[src/rtl/ptp_tc_pkg.sv]
// Package: shared constants and register addresses for the PTP time counter.
// Assumes a 32-bit register data path and a nanoseconds field that wraps at 1e9.
package ptp_tc_pkg;

    localparam int DATA_W = 32;
    localparam int NS_W   = 30;
    localparam logic [NS_W:0] NS_LIMIT = 31'd1_000_000_000;

    typedef enum logic [2:0] {
        A_CTRL     = 3'd0,
        A_STG_SEC  = 3'd1,
        A_STG_NS   = 3'd2,
        A_STG_RATE = 3'd3,
        A_INCR     = 3'd4,
        A_LIVE_SEC = 3'd5,
        A_HELD_NS  = 3'd6,
        A_LIVE_NS  = 3'd7
    } reg_addr_e;

    localparam int CB_EN    = 0;
    localparam int CB_FINE  = 1;
    localparam int CB_LOAD  = 2;
    localparam int CB_STEP  = 3;
    localparam int CB_RATE  = 4;
    localparam int CB_SUB   = 5;
    localparam int N_CMD    = 3;

endpackage

[src/rtl/ptp_tc_regs.sv]
// Module: register file of the time counter. Holds the control word, staged
// time, staged rate word and increment, the pending command bits and the
// read mux with the nanoseconds holding word.
// Assumes: command acknowledges come from the datapath in the cycle a command
// is consumed; reads return one cycle after rd_en.
module ptp_tc_regs
    import ptp_tc_pkg::*;
#(
    parameter int SEC_W    = 32,
    parameter int INCR_W   = 8,
    parameter int RATE_W   = 32
) (
    input  logic                 clk,
    input  logic                 rst_n,
    input  logic                 wr_en,
    input  logic [2:0]           wr_addr,
    input  logic [DATA_W-1:0]    wr_data,
    input  logic                 rd_en,
    input  logic [2:0]           rd_addr,
    output logic [DATA_W-1:0]    rd_data,
    output logic                 rd_valid,
    input  logic [SEC_W-1:0]     cur_sec,
    input  logic [NS_W-1:0]      cur_ns,
    input  logic [N_CMD-1:0]     cmd_ack,
    output logic [N_CMD-1:0]     cmd_pend,
    output logic                 run_en,
    output logic                 fine_mode,
    output logic                 step_sub,
    output logic [SEC_W-1:0]     stg_sec,
    output logic [NS_W-1:0]      stg_ns,
    output logic [RATE_W-1:0]    stg_rate,
    output logic [INCR_W-1:0]    incr
);

    logic               ctrl_wr;
    logic [N_CMD-1:0]   cmd_set;
    logic [NS_W-1:0]    held_ns;

    assign ctrl_wr = wr_en && (wr_addr == A_CTRL);
    assign cmd_set = ctrl_wr ? wr_data[CB_RATE:CB_LOAD] : '0;

    // Purpose: capture mode bits and staged values written by software.
    always_ff @(posedge clk) begin
        if (!rst_n) begin
            run_en    <= 1'b0;
            fine_mode <= 1'b0;
            step_sub  <= 1'b0;
            stg_sec   <= '0;
            stg_ns    <= '0;
            stg_rate  <= '0;
            incr      <= '0;
        end else if (wr_en) begin
            case (wr_addr)
                A_CTRL: begin
                    run_en    <= wr_data[CB_EN];
                    fine_mode <= wr_data[CB_FINE];
                    step_sub  <= wr_data[CB_SUB];
                end
                A_STG_SEC:  stg_sec  <= wr_data[SEC_W-1:0];
                A_STG_NS:   stg_ns   <= wr_data[NS_W-1:0];
                A_STG_RATE: stg_rate <= wr_data[RATE_W-1:0];
                A_INCR:     incr     <= wr_data[INCR_W-1:0];
                default: ;
            endcase
        end
    end

    // Purpose: pending command bits, set by software and cleared on acknowledge.
    always_ff @(posedge clk) begin
        if (!rst_n) begin
            cmd_pend <= '0;
        end else begin
            for (int i = 0; i < N_CMD; i++) begin
                cmd_pend[i] <= (cmd_pend[i] && !cmd_ack[i]) || cmd_set[i];
            end
        end
    end

    // Purpose: registered read mux; a seconds read captures the nanoseconds.
    always_ff @(posedge clk) begin
        if (!rst_n) begin
            rd_data  <= '0;
            rd_valid <= 1'b0;
            held_ns  <= '0;
        end else begin
            rd_valid <= rd_en;
            if (rd_en) begin
                case (rd_addr)
                    A_CTRL: begin
                        rd_data          <= '0;
                        rd_data[CB_EN]   <= run_en;
                        rd_data[CB_FINE] <= fine_mode;
                        rd_data[CB_RATE:CB_LOAD] <= cmd_pend;
                        rd_data[CB_SUB]  <= step_sub;
                    end
                    A_STG_SEC:  rd_data <= DATA_W'(stg_sec);
                    A_STG_NS:   rd_data <= DATA_W'(stg_ns);
                    A_STG_RATE: rd_data <= DATA_W'(stg_rate);
                    A_INCR:     rd_data <= DATA_W'(incr);
                    A_LIVE_SEC: begin
                        rd_data <= DATA_W'(cur_sec);
                        held_ns <= cur_ns;
                    end
                    A_HELD_NS:  rd_data <= DATA_W'(held_ns);
                    default:    rd_data <= DATA_W'(cur_ns);
                endcase
            end
        end
    end


    cmd_self_clear_chk: assert property (@(posedge clk) disable iff (!rst_n)
        (cmd_pend != '0) && (cmd_set == '0) |=> (cmd_pend == '0));


    held_ns_capture_chk: assert property (@(posedge clk) disable iff (!rst_n)
        rd_en && (rd_addr == A_LIVE_SEC) |=> (held_ns == $past(cur_ns)));


    cmd_set_visible_chk: assert property (@(posedge clk) disable iff (!rst_n)
        ctrl_wr && wr_data[CB_LOAD] |=> cmd_pend[0]);

endmodule

[src/rtl/ptp_tc_rate.sv]
// Module: rate generator. Holds the active rate word and the phase accumulator
// and decides in which cycles the time takes an increment.
// Assumes: the rate-load request is a level that is consumed in one cycle.
module ptp_tc_rate #(
    parameter int RATE_W = 32
) (
    input  logic              clk,
    input  logic              rst_n,
    input  logic              run_en,
    input  logic              fine_mode,
    input  logic [RATE_W-1:0] stg_rate,
    input  logic              rate_req,
    output logic              rate_ack,
    output logic              tick
);

    logic [RATE_W-1:0] act_rate;
    logic [RATE_W-1:0] phase;
    logic [RATE_W:0]   phase_sum;

    assign rate_ack  = rate_req;
    assign phase_sum = {1'b0, phase} + {1'b0, act_rate};
    assign tick      = run_en && (fine_mode ? phase_sum[RATE_W] : 1'b1);

    // Purpose: move the staged rate word into the active path on request.
    always_ff @(posedge clk) begin
        if (!rst_n)        act_rate <= '0;
        else if (rate_req) act_rate <= stg_rate;
    end

    // Purpose: advance the phase accumulator while running in fine mode.
    always_ff @(posedge clk) begin
        if (!rst_n)                      phase <= '0;
        else if (run_en && fine_mode)    phase <= phase_sum[RATE_W-1:0];
    end


    rate_load_chk: assert property (@(posedge clk) disable iff (!rst_n)
        rate_req |=> (act_rate == $past(stg_rate)));


    rate_hold_chk: assert property (@(posedge clk) disable iff (!rst_n)
        !rate_req |=> $stable(act_rate));


    zero_rate_no_tick_chk: assert property (@(posedge clk) disable iff (!rst_n)
        fine_mode && (act_rate == '0) |-> !tick);

endmodule

[src/rtl/ptp_tc_core.sv]
// Module: time-of-day datapath. Holds seconds and nanoseconds and applies,
// in priority order, a load, a signed step or an increment.
// Assumes: staged nanoseconds below 1e9 and an increment far below 1e9.
module ptp_tc_core
    import ptp_tc_pkg::*;
#(
    parameter int SEC_W  = 32,
    parameter int INCR_W = 8
) (
    input  logic              clk,
    input  logic              rst_n,
    input  logic              tick,
    input  logic [INCR_W-1:0] incr,
    input  logic              load_req,
    input  logic              step_req,
    input  logic              step_sub,
    input  logic [SEC_W-1:0]  stg_sec,
    input  logic [NS_W-1:0]   stg_ns,
    output logic              load_ack,
    output logic              step_ack,
    output logic [SEC_W-1:0]  sec_q,
    output logic [NS_W-1:0]   ns_q
);

    logic [NS_W:0]    tick_sum;
    logic [NS_W-1:0]  tick_ns;
    logic [SEC_W-1:0] tick_sec;
    logic [NS_W:0]    add_sum;
    logic [NS_W-1:0]  step_ns;
    logic [SEC_W-1:0] step_sec;
    logic             carry;

    assign load_ack = load_req;
    assign step_ack = step_req;

    // Purpose: next time for an increment, with rollover into the seconds.
    always_comb begin
        tick_sum = {1'b0, ns_q} + (NS_W+1)'(incr);
        if (tick_sum >= NS_LIMIT) begin
            tick_ns  = NS_W'(tick_sum - NS_LIMIT);
            tick_sec = sec_q + SEC_W'(1);
        end else begin
            tick_ns  = tick_sum[NS_W-1:0];
            tick_sec = sec_q;
        end
    end

    // Purpose: next time for a signed step, carrying or borrowing a second.
    always_comb begin
        add_sum = {1'b0, ns_q} + {1'b0, stg_ns};
        carry   = 1'b0;
        if (step_sub) begin
            if (ns_q >= stg_ns) begin
                step_ns = ns_q - stg_ns;
            end else begin
                step_ns = NS_W'({1'b0, ns_q} + NS_LIMIT - {1'b0, stg_ns});
                carry   = 1'b1;
            end
            step_sec = sec_q - stg_sec - SEC_W'(carry);
        end else begin
            if (add_sum >= NS_LIMIT) begin
                step_ns = NS_W'(add_sum - NS_LIMIT);
                carry   = 1'b1;
            end else begin
                step_ns = add_sum[NS_W-1:0];
            end
            step_sec = sec_q + stg_sec + SEC_W'(carry);
        end
    end

    // Purpose: time register; load beats step beats increment.
    always_ff @(posedge clk) begin
        if (!rst_n) begin
            sec_q <= '0;
            ns_q  <= '0;
        end else if (load_req) begin
            sec_q <= stg_sec;
            ns_q  <= stg_ns;
        end else if (step_req) begin
            sec_q <= step_sec;
            ns_q  <= step_ns;
        end else if (tick) begin
            sec_q <= tick_sec;
            ns_q  <= tick_ns;
        end
    end


    ns_range_chk: assert property (@(posedge clk) disable iff (!rst_n)
        (ns_q < NS_W'(NS_LIMIT)));


    load_exact_chk: assert property (@(posedge clk) disable iff (!rst_n)
        load_req |=> (sec_q == $past(stg_sec)) && (ns_q == $past(stg_ns)));


    idle_hold_chk: assert property (@(posedge clk) disable iff (!rst_n)
        !tick && !load_req && !step_req |=> $stable(sec_q) && $stable(ns_q));


    tick_advance_chk: assert property (@(posedge clk) disable iff (!rst_n)
        tick && !load_req && !step_req |=>
            ((ns_q == $past(ns_q) + NS_W'($past(incr))) && $stable(sec_q)) ||
            (sec_q == $past(sec_q) + SEC_W'(1)));

endmodule

[src/rtl/ptp_time_counter.sv]
// Module: top of the PTP time-of-day counter. Connects the register file,
// the rate generator and the time datapath, and exposes the live time.
// Assumes: a single clock domain for register access and counting.
module ptp_time_counter
    import ptp_tc_pkg::*;
#(
    parameter int SEC_W  = 32,
    parameter int INCR_W = 8,
    parameter int RATE_W = 32
) (
    input  logic              clk,
    input  logic              rst_n,
    input  logic              wr_en,
    input  logic [2:0]        wr_addr,
    input  logic [31:0]       wr_data,
    input  logic              rd_en,
    input  logic [2:0]        rd_addr,
    output logic [31:0]       rd_data,
    output logic              rd_valid,
    output logic [SEC_W-1:0]  tod_sec,
    output logic [NS_W-1:0]   tod_ns
);

    logic [N_CMD-1:0]  cmd_pend;
    logic [N_CMD-1:0]  cmd_ack;
    logic              run_en;
    logic              fine_mode;
    logic              step_sub;
    logic [SEC_W-1:0]  stg_sec;
    logic [NS_W-1:0]   stg_ns;
    logic [RATE_W-1:0] stg_rate;
    logic [INCR_W-1:0] incr;
    logic              tick;
    logic              load_ack;
    logic              step_ack;
    logic              rate_ack;

    assign cmd_ack = {rate_ack, step_ack, load_ack};

    ptp_tc_regs #(.SEC_W(SEC_W), .INCR_W(INCR_W), .RATE_W(RATE_W)) u_regs (
        .clk(clk), .rst_n(rst_n),
        .wr_en(wr_en), .wr_addr(wr_addr), .wr_data(wr_data),
        .rd_en(rd_en), .rd_addr(rd_addr), .rd_data(rd_data), .rd_valid(rd_valid),
        .cur_sec(tod_sec), .cur_ns(tod_ns),
        .cmd_ack(cmd_ack), .cmd_pend(cmd_pend),
        .run_en(run_en), .fine_mode(fine_mode), .step_sub(step_sub),
        .stg_sec(stg_sec), .stg_ns(stg_ns), .stg_rate(stg_rate), .incr(incr)
    );

    ptp_tc_rate #(.RATE_W(RATE_W)) u_rate (
        .clk(clk), .rst_n(rst_n),
        .run_en(run_en), .fine_mode(fine_mode),
        .stg_rate(stg_rate), .rate_req(cmd_pend[2]), .rate_ack(rate_ack),
        .tick(tick)
    );

    ptp_tc_core #(.SEC_W(SEC_W), .INCR_W(INCR_W)) u_core (
        .clk(clk), .rst_n(rst_n),
        .tick(tick), .incr(incr),
        .load_req(cmd_pend[0]), .step_req(cmd_pend[1]), .step_sub(step_sub),
        .stg_sec(stg_sec), .stg_ns(stg_ns),
        .load_ack(load_ack), .step_ack(step_ack),
        .sec_q(tod_sec), .ns_q(tod_ns)
    );


    load_over_step_chk: assert property (@(posedge clk) disable iff (!rst_n)
        cmd_pend[0] && cmd_pend[1] |=> (tod_sec == $past(stg_sec)) && (tod_ns == $past(stg_ns)));

endmodule

[config.mk]
export PLATFORM = sky130hd
export DESIGN_NAME = ptp_time_counter
export DESIGN_NICKNAME = d
export VERILOG_FILES = /design/src/rtl/ptp_tc_pkg.sv /design/src/rtl/ptp_tc_regs.sv /design/src/rtl/ptp_tc_rate.sv /design/src/rtl/ptp_tc_core.sv /design/src/rtl/ptp_time_counter.sv
export SDC_FILE = /design/constraint.sdc
export NUM_CORES = 1
export LEC_CHECK = 0
export BUFFER_PORTS_ARGS = -buffer_cell sky130_fd_sc_hd__buf_4
export CORE_MARGIN = 4
export CORE_UTILIZATION = 50
export DETAILED_ROUTE_END_ITERATION = 8
export PLACE_DENSITY = 0.67
export RECOVER_POWER = 25
export SLEW_MARGIN = 40
export SYNTH_ARGS = -nofsm -noshare
export SYNTH_HDL_FRONTEND = slang
export SYNTH_SLANG_ARGS = --single-unit
[constraint.sdc]
create_clock -name clk -period 8.5 [get_ports clk]
set_input_delay 1.275 -clock clk [delete_from_list [all_inputs] [get_ports clk]]
set_output_delay 1.275 -clock clk [all_outputs]
set_load 0.02 [all_outputs]
==> results of run 1 <==
final cells by class:
| type | instances | area, um^2 |
|---|---|---|
| antenna | 1 | 2.50 |
| clock buffer | 53 | 1100 |
| clock inverter | 11 | 125 |
| fill | 5102 | 23400 |
| inverter | 245 | 927 |
| multi-input combinational | 2861 | 18800 |
| sequential | 297 | 5950 |
| tap | 688 | 861 |
| timing repair buffer | 187 | 1270 |
layout by cell type, fill, tap and decap left out, types with 21 or more instances in the layout:
cell,netlist,layout
fa_1,25,25
nor3_1,79,78
a221oi_1,30,30
nand2b_1,35,35
xor2_1,44,44
nor2b_1,31,29
buf_4,4,148
clkbuf_1,158,43
inv_1,234,233
clkbuf_16,0,39
dfxtp_1,297,293
o211ai_1,40,40
a21oi_1,379,378
o22ai_1,24,24
and3_1,28,28
mux2i_1,77,77
nand3_1,64,64
o21a_1,25,25
o21ai_1,22,21
a21o_1,39,39
ha_1,233,233
o21ai_0,153,153
a31oi_1,25,25
nand4_1,26,26
nor2_1,318,313
xnor2_1,171,171
nand2_1,523,520
a211oi_1,92,92
sequential cells by signal (all words and copies together), names as in the netlist:
name / count
u_core.ns_q: 30
u_core.sec_q: 32
u_rate.act_rate: 32
u_rate.phase: 32
u_regs.cmd_pend: 3
u_regs.fine_mode: 1
u_regs.held_ns: 30
u_regs.incr: 8
u_regs.rd_data: 32
u_regs.rd_valid: 1
u_regs.run_en: 1
u_regs.step_sub: 1
u_regs.stg_ns: 30
u_regs.stg_rate: 32
u_regs.stg_sec: 32
worst register-to-register path: cells and delay by family (launching register included):
kind / cells / cell delay (ns)
buf+inv: 2 / 0.27
xor+xnor: 2 / 0.46
compound gates: 17 / 4.89
fa+ha+maj: 4 / 1.18
flops: 1 / 0.49
simple gates: 3 / 0.53
per-layer routing:
| layer | vias up | GRT usage (%) | wire length (um) |
|---|---|---|---|
| met5 | - | 0 | 11 |
| met4 | 2 | 12.0 | 3910 |
| met3 | 209 | 5.84 | 10600 |
| met2 | 1486 | 51.5 | 42800 |
| met1 | 12700 | 48.4 | 43400 |
| li1 | 12800 | - | - |
stage by stage:
stage	util, %	worst slack [ns]	cell area [um^2]	instances	hold slack [ns]
5_1_grt	55.4	0.141	29000	4342	0.475
3_3_place_gp	53.2	0.816	27900	4275	0.441
3_5_place_dp	53.3	0.651	27900	4276	0.446
2_1_floorplan	-	1.43	26500	3610	0.434
6_report	55.4	0.580	29100	4343	0.453
4_1_cts	55.6	0.626	29200	4340	0.455
synthesized netlist by cell type, types with 17 or more instances:
master	count	area [um^2]
a221oi_1	30	263
buf_2	23	115
nand2_1	523	1960
and3_1	28	175
nand4_1	26	163
inv_1	234	878
a22o_1	19	166
nor2b_1	31	194
nand2b_1	35	219
o21ai_1	22	110
and2_1	18	113
o211ai_1	40	300
dfxtp_1	297	5950
a211oi_1	92	691
nor3_1	79	395
o31ai_1	19	143
o21a_1	25	188
o22ai_1	24	150
nor2_1	318	1190
or3_1	18	113
xnor2_1	171	1500
a21o_1	39	293
xor2_1	44	385
o21ai_0	153	766
a21oi_1	379	1900
mux2i_1	77	771
a31oi_1	25	156
nand3_1	64	320
clkbuf_1	158	593
fa_1	25	500
buf_1	19	71.3
ha_1	233	2920
o21bai_1	17	128
report_power, final:
| group | internal (uW) | total (uW) | leakage [uW] | switching (uW) |
|---|---|---|---|---|
| Sequential | 1410 | 1450 | 0.00240 | 34.4 |
| Clock | 962 | 1640 | 0.000596 | 677 |
| Combinational | 279 | 769 | 0.00844 | 490 |
logic make-up (layout without fill, tap and decap cells):
group / count (synthesis) / after routing / share of synthesized area, %
AOI/OAI and AO/OA: 1074 / 1074 / 26.6
xor gates and xnor gates: 217 / 217 / 7.24
adders and majority gates: 258 / 258 / 12.9
buffers and inverters: 452 / 496 / 6.66
DFF: 297 / 297 / 22.5
muxes: 87 / 87 / 3.34
other: 0 / 1 / 0
and+or+nand+nor: 1225 / 1225 / 20.8
worst max-delay path by stage:
stage          slack, ns  cells after the start          endpoint
5_1_grt             0.14                     28  u_core.sec_q[28]
6_report            0.58                     28  u_core.sec_q[28]
4_1_cts             0.63                     28  u_core.sec_q[28]
3_3_place_gp        0.82                     28  u_core.sec_q[28]
3_5_place_dp        0.65                     28  u_core.sec_q[28]
2_1_floorplan       1.43                     29  u_core.sec_q[28]
==> key figures, run 1 <==
Status
  – Status: finished with violations
  – Failing checks: capacitance limit, slew limit

Placement
  – PortBufs: 136
  – Detailed placement HPWL: 76500 um
  – RePlAce Congestion: 0.986

Critical path
  – Crit Path Max Fanout: 10
  – R2R Path Start: u_core.ns_q[1]
  – Worst path bufs/invs: 2
  – Register-to-Register Setup Slack: 0.58 ns
  – Kind of start point of the critical path: flop
  – CP max stage cell: a2111oi_0
  – Most used cell, CP: fa_1
  – Origin of the worst setup path: u_core.ns_q[1]
  – Arr. time, crit path: 8.41 ns
  – Critical path class: reg -> reg
  – CP peak stage delay: 0.61 ns
  – Reg-to-Reg End: u_core.sec_q[28]
  – CP required: 8.99 ns
  – Worst R2R Path Depth: 28
  – Top delay family on crit path: compound AO/OA/AOI/OAI gates
  – Critical Path End Type: flop

GRT
  – All-layer global routing usage: 33.9%
  – Initial antenna violation count: 2
  – Largest net degree at the start of global routing: 102
  – First-pass GRT wire length: 151000 um
  – Vias in the first global route: 24700
  – Grt ovf: 0

Floorplanning
  – Die W: 238 um
  – Boundary Pins: 137
  – Core footprint: 52400 um^2
  – Die Y: 238 um
  – Starting Density: 50.5%
  – Row count: 84
  – Die Area: 56700 um^2

Synth
  – Asr flop ratio synth: 0%
  – Mapped Nets: 3910
  – Synth cell types: 101
  – Seq/Total Area, Yosys: 22.5%
  – Synth Instances: 3610
  – Netlist Area Pre-Place: 26500 um^2
  – Post-synth EDFFs: 0
  – YS warnings: 0
  – Seq cells post-synth: 297
  – Ys flop type: dfxtp_1
  – Avg Synthesized Cell Area: 7.33 um^2

Clocking
  – CTS tree: yes
  – Clock Latency Late Sink: 0.57 ns
  – Setup Buffers After CTS: 0
  – Hold_buf cts: 0
  – Clk root buf: clkbuf_16
  – Clock Pin Slew Worst Setup and Hold Paths: 0.06 ns
  – CTS Buffer Depth: 3
  – CTS Sinks: 297
  – Post-CTS sizing: 0
  – CTS Buf Count: 38
  – Clock H-tree levels: 2

Timing
  – RSZ-0062 raised after global routing: no
  – Setup tns final: 0 ns
  – Actual slew at the worst max-slew pin: 4.50 ns
  – Clk_skew: 0.0349 ns
  – Fin. Hold Viols: 0
  – Period utilization: 93.2%
  – Final min period: 7.92 ns
  – Slew margin rel.: -200%
  – Max frequency: 126 MHz
  – Final Max Slew Viols: 237
  – Setup violators final: 0

Drt
  – Post-Route WL: 101000 um
  – Pre-antenna DRT Iters: 8
  – ANT nets after route: 0
  – Starting DRT DRC Count: 3398
  – DR DRC count: 0
  – Vias: 27200
  – DR vias/cell: 6.27
  – Routed len/inst: 23.2 um

Pwr
  – Overall power: 3860 uW
  – Pwr per Cell Area: 133 nW/um^2
  – Leak Pwr: 0.0114 uW
  – VDD IR max: 163 uV

Hold path
  – Worst hold path type: reg -> reg
  – Beginning of the worst hold path: u_regs.held_ns[12]
  – Hold depth: 2
  – Worst Hold End: u_regs.held_ns[12]

Flow run
  – Max Cap Viol: 4

Layout
  – Share of cells above drive strength 1: 7.91%
  – Nets: 3930
  – Area grow syn2layout: 9.76%
No activity file was read; power rests on OpenSTA's default activity.
==> run 2, diff against run 1 <==
--- a/config.mk
+++ b/config.mk
@@ -7,9 +7,8 @@
 export LEC_CHECK = 0
 export BUFFER_PORTS_ARGS = -buffer_cell sky130_fd_sc_hd__buf_4
 export CORE_MARGIN = 4
-export CORE_UTILIZATION = 50
+export CORE_UTILIZATION = 25
 export DETAILED_ROUTE_END_ITERATION = 8
-export PLACE_DENSITY = 0.67
 export RECOVER_POWER = 25
 export SLEW_MARGIN = 40
 export SYNTH_ARGS = -nofsm -noshare
==> run 2 against run 1 <==
Compared with the run above: the flow finishes with violations (DRC, capacitance limit, slew limit); largest cell class unchanged; flip-flop and latch count unchanged; first-iteration DRC count is 22% lower; cell count grew 17%; clock power decreased by 9%; sequential power about the same; critical path depth is the same; combinational power is 2% higher; fmax decreased by 0.15%; core utilization fell by 27 points; largest power group unchanged; register-to-register slack is essentially flat; final area is 3.0% higher; global-route usage shrank 15 points.
==> key figures, run 2 (same netlist as run 1, synthesis figures left out) <==
Status
  – Status: finished with violations
  – Failing checks: DRC, capacitance limit, slew limit

Critical path
  – CP max stage cell: a2111oi_1
  – Critical path class: reg -> reg
  – Critical Path End Type: flop
  – Arr. time, crit path: 8.42 ns (about the same)
  – Worst R2R Path Depth: 28 (unchanged)
  – Most used cell, CP: fa_1
  – Reg-to-Reg End: u_core.sec_q[28]
  – Kind of start point of the critical path: flop
  – Register-to-Register Setup Slack: 0.57 ns (about the same)
  – CP required: 8.99 ns (about the same)
  – R2R Path Start: u_core.ns_q[1]
  – CP peak stage delay: 0.53 ns (-0.08 ns)
  – Crit Path Max Fanout: 10 (unchanged)

Clocking
  – CTS tree: yes
  – Clk root buf: clkbuf_16
  – Setup Buffers After CTS: 0 (unchanged)
  – CTS Buffer Depth: 3 (unchanged)
  – Clock H-tree levels: 2 (unchanged)
  – Clock Latency Late Sink: 0.58 ns (about the same)
  – CTS Buf Count: 36 (-5.3%)
  – Clock Pin Slew Worst Setup and Hold Paths: 0.06 ns (about the same)
  – CTS Sinks: 297 (unchanged)

Drt
  – ANT nets after route: 0 (unchanged)
  – Routed len/inst: 21.8 um (-5.8%)
  – DR WL met2: 49200 um (+15%)
  – Starting DRT DRC Count: 2641 (-22%)
  – DR DRC count: 4 (+4)
  – Post-Route WL: 110000 um (+9.7%)
  – Routed wl met3: 8870 um (-16%)
  – Pre-antenna DRT Iters: 9 (+1)
  – DR vias/cell: 5.40 (-14%)
  – Vias: 27300 (+0.26%)
  – Wire length on met1: 48500 um (+12%)
  – Max Used Layer: met5

Layout
  – Register area: 5950 um^2 (unchanged)
  – Nets: 3946 (+0.41%)
  – Area grow syn2layout: 13.0%
  – Fin cells: 5060 (+17%)
  – Leading cell types in the layout, fill and taps excluded: nand2_1 (523), a21oi_1 (378), nor2_1 (313)
  – Multi-input gate area: 18800 um^2 (about the same)
  – Layout fillers: 11500 (+130%)
  – Share of cells above drive strength 1: 8.18% (+0.27 points)
  – N_diodes: 0 (-1)
  – Commonest non-fill, non-tap cell in the layout: nand2_1

Placement
  – Detailed placement HPWL: 85100 um (+11%)
  – RePlAce Congestion: 0.967 (-1.9%)
  – Placement-stage worst setup slack: 0.516 ns (-0.135 ns)
  – Inst Count DP: 4999 (+17%)
  – PortBufs: 136 (unchanged)

Pwr
  – VDD IR max: 141 uV (-13%)
  – NetSw: 1220 uW (+1.5%)
  – Pwr per Cell Area: 125 nW/um^2 (-6.1%)
  – Switching share of power: 32.7% (+1.5 points)
  – Pint: 2510 uW (-5.4%)
  – Clock Power Share: 40.2% (-2.3 points)
  – Leak Pwr: 0.0115 uW (about the same)
  – Overall power: 3730 uW (-3.3%)
  – Logic gate share of total power: 21.0% (+1.1 points)
  – Sequential power share: 38.8% (+1.2 points)

Timing
  – Period utilization: 93.3% (+0.14 points)
  – Max frequency: 126 MHz (-0.15%)
  – Final min period: 7.93 ns (+0.0119 ns)
  – Slew margin rel.: -162% (+38 points)
  – Actual slew at the worst max-slew pin: 3.92 ns (-0.572 ns)
  – Final worst setup slack: 0.568 ns (-0.0119 ns)
  – Fin. Hold Viols: 0 (unchanged)
  – Clk_skew: 0.0394 ns (+0.00455 ns)
  – Setup violators final: 0 (unchanged)
  – RSZ-0062 raised after global routing: no
  – Setup tns final: 0 ns (unchanged)
  – Worst hold margin: 0.453 ns (-0.000554 ns)
  – Final Max Slew Viols: 110 (-54%)

GRT
  – Initial antenna violation count: 1 (-1)
  – Largest net degree at the start of global routing: 93 (-8.8%)
  – Vias in the first global route: 25400 (+2.8%)
  – Grt ovf: 0 (unchanged)
  – All-layer global routing usage: 18.9% (-15 points)
  – First-pass GRT wire length: 164000 um (+8.6%)

Floorplanning
  – Core footprint: 105000 um^2 (+100%)
  – Die Y: 333 um (+40%)
  – Starting Density: 25.1% (-25 points)
  – Die Area: 111000 um^2 (+96%)
  – Die W: 333 um (+40%)
  – Boundary Pins: 137 (unchanged)
  – Row count: 119 (+42%)

Hold path
  – Worst hold path type: reg -> reg
  – Worst Hold End: u_regs.held_ns[11]
  – Beginning of the worst hold path: u_regs.held_ns[11]
  – Hold depth: 2 (unchanged)

Flow run
  – Max Cap Viol: 2 (-2)
[run 2: timing repair]
item,4_1_cts,5_1_grt
resized for setup,0,1
hold buffers,0,0
setup endpoints to repair,0,1
[run 2: critical path: cells and delay by family (launching register included)]
family          cells  cell delay (ns)
compound gates     17             4.92
fa+ha+maj           4             1.16
simple gates        3             0.55
flops               1             0.50
xor+xnor            2             0.44
buf+inv             2             0.28
[run 2: worst max-delay path by stage]
stage	to	depth (start not counted)	slack, ns	start
2_1_floorplan	u_core.sec_q[28]	29	1.43	u_core.ns_q[9]
3_3_place_gp	u_core.sec_q[28]	28	0.70	u_core.ns_q[1]
3_5_place_dp	u_core.sec_q[28]	28	0.52	u_core.ns_q[1]
4_1_cts	u_core.sec_q[28]	28	0.48	u_core.ns_q[1]
5_1_grt	u_core.sec_q[28]	28	0.09	u_core.ns_q[1]
6_report	u_core.sec_q[28]	28	0.57	u_core.ns_q[1]
[run 2: routing by layer]
| metal | track usage (%) | vias to the layer above |
|---|---|---|
| met1 | 25.9 | 13100 |
| met4 | 6.00 | 2 |
| met5 | 0 | - |
| met2 | 30.6 | 1135 |
| li1 | - | 12900 |
| met3 | 2.91 | 181 |
[run 2: layout make-up]
type	count	share of cell area, %
clock inverters	13	0.318
clock buffers	48	3.27
inverters	245	3.10
multi-input cells	2861	62.9
repair buffers	205	4.71
flip-flops and latches	297	19.9
well taps	1391	5.82
[run 2: power groups by stage]
stage / clock (uW) / sequential (uW) / combinational [uW]
after floorplan: 0 / 1480 / 523
after global placement: 0 / 1480 / 770
after detailed placement: 0 / 1480 / 769
after CTS: 1520 / 1450 / 774
after global routing: 1570 / 1450 / 844
final: 1500 / 1450 / 782
[run 2: per-stage QoR]
step	instance area, um^2	util, %
6_report	29900	28.4
5_1_grt	29900	28.4
3_5_place_dp	29000	27.5
3_3_place_gp	28900	27.5
4_1_cts	30000	28.5
2_1_floorplan	26500	-
